`src/rtl/scd_pkg.sv`:
```
package scd_pkg;

    localparam logic [7:0] SYNC_FIRST  = 8'hFC;
    localparam logic [7:0] SYNC_SECOND = 8'hF3;

    localparam logic [7:0] OP_MEM_WR   = 8'h3B;
    localparam logic [7:0] OP_MEM_RD   = 8'h37;
    localparam logic [7:0] OP_REG_WR8  = 8'h68;
    localparam logic [7:0] OP_REG_WR16 = 8'h6A;
    localparam logic [7:0] OP_REG_RD   = 8'h60;

    localparam logic [7:0] CAP_LO_IDX  = 8'h25;
    localparam logic [7:0] CAP_HI_IDX  = 8'h26;

    typedef enum logic [2:0] {
        ST_HUNT_A,
        ST_HUNT_B,
        ST_OPCODE,
        ST_ADDR,
        ST_DATA,
        ST_MEM_WAIT,
        ST_TX_HOLD
    } scd_state_e;

    typedef enum logic [2:0] {
        CMD_NONE,
        CMD_MEM_WR,
        CMD_MEM_RD,
        CMD_REG_WR8,
        CMD_REG_WR16,
        CMD_REG_RD
    } scd_cmd_e;

    typedef struct packed {
        logic       known;
        scd_cmd_e   cmd;
        logic [1:0] n_addr;
        logic [1:0] n_data;
    } scd_shape_t;

    function automatic scd_shape_t shape_of(input logic [7:0] op);
        scd_shape_t s;
        s = '{known: 1'b0, cmd: CMD_NONE, n_addr: 2'd0, n_data: 2'd0};
        case (op)
            OP_MEM_WR:   s = '{known: 1'b1, cmd: CMD_MEM_WR,   n_addr: 2'd2, n_data: 2'd2};
            OP_MEM_RD:   s = '{known: 1'b1, cmd: CMD_MEM_RD,   n_addr: 2'd2, n_data: 2'd0};
            OP_REG_WR8:  s = '{known: 1'b1, cmd: CMD_REG_WR8,  n_addr: 2'd1, n_data: 2'd1};
            OP_REG_WR16: s = '{known: 1'b1, cmd: CMD_REG_WR16, n_addr: 2'd1, n_data: 2'd2};
            OP_REG_RD:   s = '{known: 1'b1, cmd: CMD_REG_RD,   n_addr: 2'd1, n_data: 2'd0};
            default:     s = '{known: 1'b0, cmd: CMD_NONE,     n_addr: 2'd0, n_data: 2'd0};
        endcase
        return s;
    endfunction

endpackage

```
`src/rtl/scd_gap_timer.sv`:
```
module scd_gap_timer #(
    parameter int GAP_W = 16
) (
    input  logic             clk,
    input  logic             rst_n,
    input  logic             active,
    input  logic             byte_seen,
    input  logic [GAP_W-1:0] limit,
    output logic             expire
);

    logic [GAP_W-1:0] idle_q;

    always_ff @(posedge clk or negedge rst_n) begin
        if (!rst_n) begin
            idle_q <= '0;
        end else if (!active || byte_seen) begin
            idle_q <= '0;
        end else begin
            idle_q <= idle_q + 1'b1;
        end
    end

    always_comb begin
        expire = active && !byte_seen && (limit != '0) && (idle_q == limit - 1'b1);
    end

endmodule

```
`src/rtl/scd_regbank.sv`:
```
module scd_regbank import scd_pkg::*; #(
    parameter int REG_N  = 64,
    parameter int DATA_W = 16
) (
    input  logic              clk,
    input  logic              rst_n,
    input  logic              wr_en,
    input  logic              wr_wide,
    input  logic [7:0]        wr_idx,
    input  logic [DATA_W-1:0] wr_data,
    input  logic              cap_en,
    input  logic [DATA_W-1:0] cap_data,
    input  logic [7:0]        rd_idx,
    output logic [7:0]        rd_byte
);

    localparam int IW = (REG_N > 1) ? $clog2(REG_N) : 1;

    logic [7:0] bank [REG_N];
    logic [8:0] wr_idx_next;

    assign wr_idx_next = {1'b0, wr_idx} + 9'd1;

    for (genvar i = 0; i < REG_N; i++) begin : g_cell
        logic [7:0] cell_q;
        always_ff @(posedge clk or negedge rst_n) begin
            if (!rst_n) begin
                cell_q <= '0;
            end else if (cap_en && (i == int'(CAP_LO_IDX))) begin
                cell_q <= cap_data[7:0];
            end else if (cap_en && (i == int'(CAP_HI_IDX))) begin
                cell_q <= cap_data[15:8];
            end else if (wr_en && (wr_idx == 8'(i))) begin
                cell_q <= wr_data[7:0];
            end else if (wr_en && wr_wide && (wr_idx_next == 9'(i))) begin
                cell_q <= wr_data[15:8];
            end
        end
        assign bank[i] = cell_q;
    end

    always_comb begin
        if (int'(rd_idx) < REG_N) begin
            rd_byte = bank[rd_idx[IW-1:0]];
        end else begin
            rd_byte = '0;
        end
    end

endmodule

```
`src/rtl/scd_frame_fsm.sv`:
```
module scd_frame_fsm import scd_pkg::*; #(
    parameter int ADDR_W = 16,
    parameter int DATA_W = 16
) (
    input  logic              clk,
    input  logic              rst_n,
    input  logic [7:0]        rx_data,
    input  logic              rx_valid,
    output logic              rx_ready,
    output logic              byte_take,
    output logic              mid_frame,
    input  logic              gap_expire,
    input  logic              mem_rd_valid,
    input  logic              tx_ready,
    output logic              mem_rd_req,
    output logic              tx_valid,
    output logic              mem_wr_pulse,
    output logic              reg_wr_pulse,
    output logic              reg_wide,
    output logic [ADDR_W-1:0] addr_q,
    output logic [DATA_W-1:0] data_q
);

    scd_state_e state_q, state_d;
    scd_cmd_e   cmd_q;
    scd_shape_t shape;
    logic [1:0] left_q;
    logic [1:0] ndata_q;
    logic       last_byte;

    assign shape     = shape_of(rx_data);
    assign last_byte = (left_q == 2'd1);

    // state register
    always_ff @(posedge clk or negedge rst_n) begin
        if (!rst_n) state_q <= ST_HUNT_A;
        else        state_q <= state_d;
    end

    // next state
    always_comb begin
        state_d = state_q;
        unique case (state_q)
            ST_HUNT_A: begin
                if (byte_take && rx_data == SYNC_FIRST) state_d = ST_HUNT_B;
            end
            ST_HUNT_B: begin
                if (gap_expire)                               state_d = ST_HUNT_A;
                else if (byte_take && rx_data == SYNC_SECOND) state_d = ST_OPCODE;
                else if (byte_take && rx_data == SYNC_FIRST)  state_d = ST_HUNT_B;
                else if (byte_take)                           state_d = ST_HUNT_A;
            end
            ST_OPCODE: begin
                if (gap_expire)     state_d = ST_HUNT_A;
                else if (byte_take) state_d = shape.known ? ST_ADDR : ST_HUNT_A;
            end
            ST_ADDR: begin
                if (gap_expire) begin
                    state_d = ST_HUNT_A;
                end else if (byte_take && last_byte) begin
                    if (ndata_q != 2'd0)          state_d = ST_DATA;
                    else if (cmd_q == CMD_MEM_RD) state_d = ST_MEM_WAIT;
                    else                          state_d = ST_TX_HOLD;
                end
            end
            ST_DATA: begin
                if (gap_expire)                  state_d = ST_HUNT_A;
                else if (byte_take && last_byte) state_d = ST_HUNT_A;
            end
            ST_MEM_WAIT: begin
                if (mem_rd_valid) state_d = ST_HUNT_A;
            end
            ST_TX_HOLD: begin
                if (tx_ready) state_d = ST_HUNT_A;
            end
            default: state_d = ST_HUNT_A;
        endcase
    end

    // state-decoded outputs
    always_comb begin
        rx_ready   = state_q inside {ST_HUNT_A, ST_HUNT_B, ST_OPCODE, ST_ADDR, ST_DATA};
        mid_frame  = state_q inside {ST_HUNT_B, ST_OPCODE, ST_ADDR, ST_DATA};
        mem_rd_req = (state_q == ST_MEM_WAIT);
        tx_valid   = (state_q == ST_TX_HOLD);
        byte_take  = rx_valid && rx_ready;
    end

    // field collection and commit strobes
    always_ff @(posedge clk or negedge rst_n) begin
        if (!rst_n) begin
            cmd_q        <= CMD_NONE;
            left_q       <= '0;
            ndata_q      <= '0;
            addr_q       <= '0;
            data_q       <= '0;
            mem_wr_pulse <= 1'b0;
            reg_wr_pulse <= 1'b0;
            reg_wide     <= 1'b0;
        end else begin
            mem_wr_pulse <= 1'b0;
            reg_wr_pulse <= 1'b0;
            if (byte_take && !gap_expire) begin
                unique case (state_q)
                    ST_OPCODE: begin
                        if (shape.known) begin
                            cmd_q   <= shape.cmd;
                            left_q  <= shape.n_addr;
                            ndata_q <= shape.n_data;
                            addr_q  <= '0;
                            data_q  <= '0;
                        end
                    end
                    ST_ADDR: begin
                        addr_q <= {addr_q[ADDR_W-9:0], rx_data};
                        left_q <= last_byte ? ndata_q : left_q - 2'd1;
                    end
                    ST_DATA: begin
                        data_q <= {data_q[DATA_W-9:0], rx_data};
                        left_q <= left_q - 2'd1;
                        if (last_byte) begin
                            mem_wr_pulse <= (cmd_q == CMD_MEM_WR);
                            reg_wr_pulse <= (cmd_q == CMD_REG_WR8) || (cmd_q == CMD_REG_WR16);
                            reg_wide     <= (cmd_q == CMD_REG_WR16);
                        end
                    end
                    default: ;
                endcase
            end
        end
    end

    // write strobe is a single-cycle pulse
    a_r2_wr_single: assert property (@(posedge clk) disable iff (!rst_n)
        mem_wr_pulse |=> !mem_wr_pulse);

    // pending read keeps request and address until data returns
    a_r4_rdreq_hold: assert property (@(posedge clk) disable iff (!rst_n)
        (mem_rd_req && !mem_rd_valid) |=> (mem_rd_req && $stable(addr_q)));

    // pending transmit byte stays offered until taken
    a_r7_tx_hold: assert property (@(posedge clk) disable iff (!rst_n)
        (tx_valid && !tx_ready) |=> tx_valid);

    // a gap timeout from the timer always ends the frame in HUNT_A
    a_r9_abort_hunt: assert property (@(posedge clk) disable iff (!rst_n)
        gap_expire |=> (state_q == ST_HUNT_A));

endmodule

```
`src/rtl/sync_cmd_decoder.sv`:
```
module sync_cmd_decoder import scd_pkg::*; #(
    parameter int ADDR_W = 16,
    parameter int DATA_W = 16,
    parameter int REG_N  = 64,
    parameter int GAP_W  = 16
) (
    input  logic              clk,
    input  logic              rst_n,
    input  logic [7:0]        rx_data,
    input  logic              rx_valid,
    output logic              rx_ready,
    output logic [7:0]        tx_data,
    output logic              tx_valid,
    input  logic              tx_ready,
    output logic [ADDR_W-1:0] mem_addr,
    output logic [DATA_W-1:0] mem_wdata,
    output logic              mem_wr_en,
    output logic              mem_rd_req,
    input  logic              mem_rd_valid,
    input  logic [DATA_W-1:0] mem_rd_data,
    input  logic [GAP_W-1:0]  gap_limit
);

    logic              byte_take;
    logic              mid_frame;
    logic              gap_expire;
    logic              reg_wr_pulse;
    logic              reg_wide;
    logic [ADDR_W-1:0] addr_q;
    logic [DATA_W-1:0] data_q;
    logic [7:0]        rd_byte;

    scd_frame_fsm #(.ADDR_W(ADDR_W), .DATA_W(DATA_W)) u_fsm (
        .clk          (clk),
        .rst_n        (rst_n),
        .rx_data      (rx_data),
        .rx_valid     (rx_valid),
        .rx_ready     (rx_ready),
        .byte_take    (byte_take),
        .mid_frame    (mid_frame),
        .gap_expire   (gap_expire),
        .mem_rd_valid (mem_rd_valid),
        .tx_ready     (tx_ready),
        .mem_rd_req   (mem_rd_req),
        .tx_valid     (tx_valid),
        .mem_wr_pulse (mem_wr_en),
        .reg_wr_pulse (reg_wr_pulse),
        .reg_wide     (reg_wide),
        .addr_q       (addr_q),
        .data_q       (data_q)
    );

    scd_gap_timer #(.GAP_W(GAP_W)) u_gap (
        .clk       (clk),
        .rst_n     (rst_n),
        .active    (mid_frame),
        .byte_seen (byte_take),
        .limit     (gap_limit),
        .expire    (gap_expire)
    );

    scd_regbank #(.REG_N(REG_N), .DATA_W(DATA_W)) u_bank (
        .clk      (clk),
        .rst_n    (rst_n),
        .wr_en    (reg_wr_pulse),
        .wr_wide  (reg_wide),
        .wr_idx   (addr_q[7:0]),
        .wr_data  (data_q),
        .cap_en   (mem_rd_req && mem_rd_valid),
        .cap_data (mem_rd_data),
        .rd_idx   (addr_q[7:0]),
        .rd_byte  (rd_byte)
    );

    always_comb begin
        mem_addr  = addr_q;
        mem_wdata = data_q;
        tx_data   = tx_valid ? rd_byte : 8'h00;
    end

    // a write strobe only ever follows an accepted final byte
    a_r2_wr_after_byte: assert property (@(posedge clk) disable iff (!rst_n)
        mem_wr_en |-> $past(rx_valid && rx_ready));

    // the offered transmit byte does not change while it waits
    a_r7_tx_stable: assert property (@(posedge clk) disable iff (!rst_n)
        (tx_valid && !tx_ready) |=> $stable(tx_data));

endmodule

```
`config.mk`:
```
export PLATFORM = sky130hd
export DESIGN_NAME = sync_cmd_decoder
export DESIGN_NICKNAME = d
export VERILOG_FILES = /design/src/rtl/scd_pkg.sv /design/src/rtl/scd_gap_timer.sv /design/src/rtl/scd_regbank.sv /design/src/rtl/scd_frame_fsm.sv /design/src/rtl/sync_cmd_decoder.sv
export SDC_FILE = /design/constraint.sdc
export NUM_CORES = 2
export LEC_CHECK = 0
export BUFFER_PORTS_ARGS = -buffer_cell sky130_fd_sc_hd__clkbuf_2
export CORE_MARGIN = 8
export CORE_UTILIZATION = 30
export DETAILED_ROUTE_END_ITERATION = 10
export GPL_TIMING_DRIVEN = 0
export PLACE_DENSITY = 0.54
export SKIP_LAST_GASP = 1
export SYNTH_ARGS = -nofsm -noshare
export SYNTH_HDL_FRONTEND = slang
export SYNTH_SLANG_ARGS = --single-unit
```
`constraint.sdc`:
```
create_clock -name clk -period 2.6 [get_ports clk]
set_input_delay 0.13 -clock clk [delete_from_list [all_inputs] [get_ports clk]]
set_output_delay 0.13 -clock clk [all_outputs]
set_load 0.03 [all_outputs]
```
# ---- Word level (Yosys, flattened, before mapping)
# Index checks and enable logic that the tools add are counted.
dict set report totals {
  register_bits 573
  in_bits 45
  output_inout_bits 44
  wordCells 623
}
dict set report op_classes {
  addsub 4
  magnitude_cmp 2
  n_eq_ne 153
  muxes 166
  bitwise_logic 1
  n_reduce_logical 223
}
# op count
set op_table {}
lappend op_table {{$mux 8} 134}
lappend op_table {{$eq 9x6->1 const B} 32}
lappend op_table {{$eq 8x6->1 const B} 34}
lappend op_table {{$eq 9x5->1 const B} 16}
lappend op_table {{$logic_and 1x1->1} 138}
lappend op_table {{$reduce_bool 2->1} 65}
lappend op_table {{$eq 8x5->1 const B} 16}
lappend op_table {{$eq 9x4->1 const B} 8}
lappend op_table {{$eq 8x4->1 const B} 8}
lappend op_table {{$pmux 16 s2} 2}
lappend op_table {{$bmux 8 s6} 1}
lappend op_table {{$mux 3} 14}
lappend op_table {{$pmux 8 s5} 1}
lappend op_table {{$eq 9x3->1 const B} 4}
lappend op_table {{$eq 8x3->1 const B} 4}
lappend op_table {{$mux 16} 2}
lappend op_table {{$eq 8x7->1 const B} 3}
lappend op_table {{$pmux 3 s7} 1}
lappend op_table {{$eq 9x2->1 const B} 2}
lappend op_table {{$add 16x1->16 const B} 1}
lappend op_table {{$eq 16x16->1} 1}
lappend op_table {{$eq 8x2->1 const B} 2}
lappend op_table {{$eq 8x8->1 const B} 2}
lappend op_table {{$reduce_bool 16->1} 1}
lappend op_table {{28 further kinds} 57}

# ---- Longest topological paths before layout
dict set report logic_depth {
  word_depth 10
  ltp_mapped 11
  ltp_nobuf 9
}

# ---- Hierarchy
# A second synthesis with hierarchy kept.
dict set report hier_totals {
  hier_cells 3213
  hier_area_um2 33036.7
}
# module n_inst cells_each area_each_um2 seq_area_each_um2
set by_module_without_submodules {}
lappend by_module_without_submodules {scd_regbank 1 2796 29373.2 12812.3}
lappend by_module_without_submodules {scd_frame_fsm 1 255 2299.7 1126.1}
lappend by_module_without_submodules {scd_gap_timer 1 153 1307.5 400.4}
lappend by_module_without_submodules {sync_cmd_decoder 1 9 56.3 0.0}

# ---- Worst setup path before layout
# Ideal clock, no wire load.
dict set report synth_path {
  path_type {reg-to-output}
  from {register u_fsm.addr_q[0]}
  to {output port tx_data[0]}
  arrival_time_ps 2640
  required_ps 2470
  slack_ps -170
  stages_incl_launch_ff 7
  n_path_buf 2
  path_cell_list {dfrtp_1 > buf_2 > buf_1 > mux4_2 > mux4_2 > mux2i_1 > o22ai_1}
}
dict set report synth_between {
  elab_chain_len 6
  elab_cells_between_ends 7
  cone_classes {order compare: 1; mux: 5; bitwise: 1}
}
# item line_no
set synth_rtl {}
lappend synth_rtl {{start, declared} scd_frame_fsm.sv:20} ;# output logic [ADDR_W-1:0] addr_q,
lappend synth_rtl {{start signal, assigned} scd_frame_fsm.sv:115} ;# addr_q <= {addr_q[ADDR_W-9:0], rx_data};
lappend synth_rtl {{$not 6->7 (implied by the code)} scd_regbank.sv:44} ;# rd_byte = bank[rd_idx[IW-1:0]];
lappend synth_rtl {{$bmux 8 s6} scd_regbank.sv:44}
lappend synth_rtl {{$mux 8 (implied by the code) (2 in a row)} scd_regbank.sv:44}
lappend synth_rtl {{$mux 8 (*)} scd_regbank.sv:43} ;# if (int'(rd_idx) < REG_N) begin
lappend synth_rtl {{$mux 8 (*)} sync_cmd_decoder.sv:78} ;# tx_data = tx_valid ? rd_byte : 8'h00;
lappend synth_rtl {{end, declared} sync_cmd_decoder.sv:12} ;# output logic [7:0] tx_data,
# Mark *: on every way between the ends. The rest lies on a longest branch, timed or not. The select of a mux whose other input is x is not followed.

# ---- Worst setup path in the final report
dict set report layout_path {
  from {register u_fsm.addr_q[3]}
  to {output port tx_data[6]}
}
# The elaborated chain is that of the path after synthesis.

==> impl_metrics.json <==
{
  "status": "finished, violations left",
  "failed_checks": "capacitance limit, slew limit, setup timing",
  "worst_slack_ps": -1025,
  "drtIter0Drc": 4112,
  "drive_above_1_share_pct": 21.92,
  "p_sw_uw": 6598,
  "nets": 3446,
  "routabilityCongestion": 1.030,
  "firstDrtPassIters": 7,
  "setup_viol": 257,
  "synth-seq-cells": 573,
  "worstSetupStartpointType": "register",
  "crit_buf_inv": 4,
  "slowest_stage": "dfrtp_1",
  "worst-path-max-fanout": 10,
  "pwr-share-seq_pct": 41.8,
  "crit_arrival_ps": 3500,
  "critPathMaxStageDelay_ps": 550,
  "via_count": 29090,
  "cts_made_buffers": 68,
  "ir_drop_mv": 0.3706,
  "power_leakage_uw": 0.01629,
  "grt_pass1_wl_um": 211700,
  "most-common-layout-cells": "dfrtp_1 (566), nand2_1 (446), nor2_1 (412)",
  "dp_cells": 4616,
  "path_clk_slew_ps": 60,
  "cts_htree_levels": 3,
  "tightestPinTransition_ps": 1592,
  "cts_tree": "built",
  "clkLatencyLatePin_ps": 640,
  "drt_wl_total_um": 152300,
  "dr_wl_met3_um": 19270,
  "hold_viol_final": 0,
  "die_w_um": 338.3,
  "num-fill-cells": 10420,
  "path_cells": "buf_2, clkbuf_4, buf_4, mux4_2, mux2i_4, o22ai_4, buf_8",
  "power.clock.fraction_pct": 46.1,
  "synth_nets": 3195,
  "holdWs_ps": 30.17,
  "syn_to_final_growth_pct": 23.60,
  "ioPinCount": 89,
  "pre_cts_slack_ps": -1528,
  "power_density_nw_per_um2": 570.9,
  "grt_setup_unrepaired": "yes",
  "sw_frac_of_total_pct": 30.00,
  "fin_cells": 4827,
  "final_common_cell": "dfrtp_1",
  "place_area_um2": 33500,
  "cap_violations": 4,
  "portBuffers": 84,
  "top_layer_used": "met5",
  "timing.fmax_mhz": 275.8,
  "drtAntennaViolNets": 0,
  "grt_max_degree": 106,
  "synthArstFlopShare_pct": 100.0,
  "vias_per_cell": 6.026,
  "root_buffer": "clkbuf_16",
  "grt_overflow": 0,
  "yosys_warnings": 0,
  "min_path_type": "input pin to register",
  "combinationalPowerShare_pct": 12.1,
  "slew_headroom_pct": -6.119,
  "synth_edf_count": 0,
  "min_period_ps": 3625,
  "die_h_um": 338.3,
  "avgSynthCellArea_um2": 9.908,
  "met2WireLength_um": 63550,
  "drcViolationCount": 0,
  "die_area_um2": 114500,
  "crit_family": "buffers and inverters",
  "slew_viol_final": 44,
  "clock-sinks": 573,
  "core_um2": 103300,
  "routedWlPerCell_um": 31.54,
  "synth_cell_types": 66,
  "hpwlAfterDp_um": 106700,
  "ys.flop_type": "dfrtp_1",
  "antenna_found_initial": 3,
  "crit_type": "register to output port",
  "post-route-period-util_pct": 139.4,
  "synthCells": 3146,
  "ys_seq_area_share_pct": 46.00,
  "grt_usage_pct": 25.36,
  "clk_path_buf_depth": 3,
  "required_ps": 2470,
  "end_kind": "output port",
  "grt_pass1_vias": 27730,
  "p_int_uw": 15400,
  "wl_met1_um": 59800,
  "syn_area_um2": 31170,
  "postLayoutCellArea_um2": 38530,
  "start_util_pct": 30.16,
  "rows": 118,
  "finClkSkew_ps": 37.70
}
-- metrics by stage --
| step | setup TNS, ps | total power, uW | util, % |
|---|---|---|---|
| 2_1_floorplan | 0 | 10180 | - |
| 3_3_place_gp | -7948520 | 11800 | 32.26 |
| 3_5_place_dp | -484440 | 11830 | 32.42 |
| 4_1_cts | -109470 | 21880 | 35.89 |
| 5_1_grt | -58540 | 22380 | 37.27 |
| 6_report | -35920 | 22000 | 37.28 |
-- synth_stat cells (6+ instances only) --
| master | n | area [um^2] |
|---|---|---|
| dfrtp_1 | 573 | 14340 |
| nand2_1 | 480 | 1802 |
| nor2_1 | 460 | 1727 |
| mux2i_1 | 254 | 2542 |
| o21ai_0 | 213 | 1066 |
| clkbuf_1 | 193 | 724.4 |
| mux4_2 | 160 | 3603 |
| o22ai_1 | 129 | 807.0 |
| a21oi_1 | 82 | 410.4 |
| nand3_1 | 82 | 410.4 |
| nor3_1 | 59 | 295.3 |
| o21ai_1 | 43 | 215.2 |
| a221oi_1 | 41 | 359.1 |
| a31oi_1 | 37 | 231.5 |
| o221ai_1 | 32 | 280.3 |
| buf_1 | 28 | 105.1 |
| buf_2 | 28 | 140.1 |
| inv_1 | 26 | 97.59 |
| mux2_2 | 22 | 247.7 |
| a22oi_1 | 21 | 157.7 |
| xnor2_1 | 18 | 157.7 |
| xor2_1 | 16 | 140.1 |
| nor3_4 | 14 | 227.7 |
| nor3_2 | 11 | 110.1 |
| and3_1 | 10 | 62.56 |
| nand2b_1 | 10 | 62.56 |
| nor2b_1 | 10 | 62.56 |
| a222oi_1 | 7 | 70.07 |
| and2_1 | 6 | 37.54 |
| nor4_1 | 6 | 37.54 |
| o31ai_1 | 6 | 45.04 |
| or3_1 | 6 | 37.54 |
-- registers in the layout, summed over array words and instances, names as in the netlist --
name	count
u_bank.g_cell.cell_q	512
u_fsm.addr_q	16
u_fsm.data_q	16
u_gap.idle_q	16
u_fsm.cmd_q	3
u_fsm.state_q	3
u_fsm.left_q	2
u_fsm.ndata_q	2
u_fsm.mem_wr_pulse	1
u_fsm.reg_wide	1
u_fsm.reg_wr_pulse	1
-- routing by layer --
metal	global-route usage, %	up-vias
met2	36.20	2051
li1	-	11880
met3	7.912	419
met4	13.08	2
met1	34.33	14730
met5	0	-
-- repair_timing --
item,CTS,global route
resized for setup,266,204
pin swaps,6,40
endpoints found under the hold margin,130,0
gates cloned,0,3
hold buffers,26,0
setup endpoints to repair,534,540
buffers inserted,12,61
-- final timing paths --
path                       slack (ps)  cells past startpoint       startpoint                          end
min in group asynchronous         120                      2            rst_n             u_gap.idle_q[13]
hold reg to reg                   480                      2  u_fsm.addr_q[9]              u_fsm.addr_q[9]
setup / recovery                -1030                      7  u_fsm.addr_q[3]                   tx_data[6]
setup reg to reg                 -330                      7  u_fsm.addr_q[3]  u_bank.g_cell[46].cell_q[5]
hold / removal                     30                      4   mem_rd_data[5]  u_bank.g_cell[37].cell_q[5]
max in group asynchronous         850                      4            rst_n  u_bank.g_cell[23].cell_q[4]
-- cell type report --
class | count | area, um^2 | share of cell area [%]
multi-input cells | 2286 | 16710 | 43.38
flip-flops and latches | 573 | 14350 | 37.25
clock buffers | 88 | 1951 | 5.063
repair buffers | 192 | 1846 | 4.790
well taps | 1380 | 1727 | 4.482
plain buffers | 248 | 1489 | 3.865
clock inverters | 29 | 340.3 | 0.8833
inverters | 28 | 105.1 | 0.2728
diodes | 3 | 7.507 | 0.01949
-- tightest hold or removal path, delay by kind of cell --
family	cells	cell delay (ps)
AO/OA/AOI/OAI	1	150
buffers and inverters	1	110
multiplexers	1	170
AND/OR/NAND/NOR	1	50
-- cells by family (layout without fill, tap and decap cells) --
kind of cell / after synthesis / after routing / share of synthesized area [%]
and+or+nand+nor: 1185 / 1185 / 16.47
DFF: 573 / 573 / 46.00
xor gates and xnor gates: 34 / 34 / 0.9553
muxes: 436 / 436 / 20.51
other: 0 / 3 / 0
buffers and inverters: 287 / 585 / 3.701
adders and majority gates: 4 / 4 / 0.1606
AOI/OAI and AO/OA: 627 / 627 / 12.20
-- power by group through the flow --
stage	Clock, uW	Combinational (uW)	Sequential (uW)
2_1_floorplan	0	812	9360
3_3_place_gp	0	2440	9360
3_5_place_dp	0	2470	9360
4_1_cts	10200	2510	9190
5_1_grt	10500	2640	9220
6_report	10100	2660	9200
Note: power is estimated with default switching activity, not from simulation.
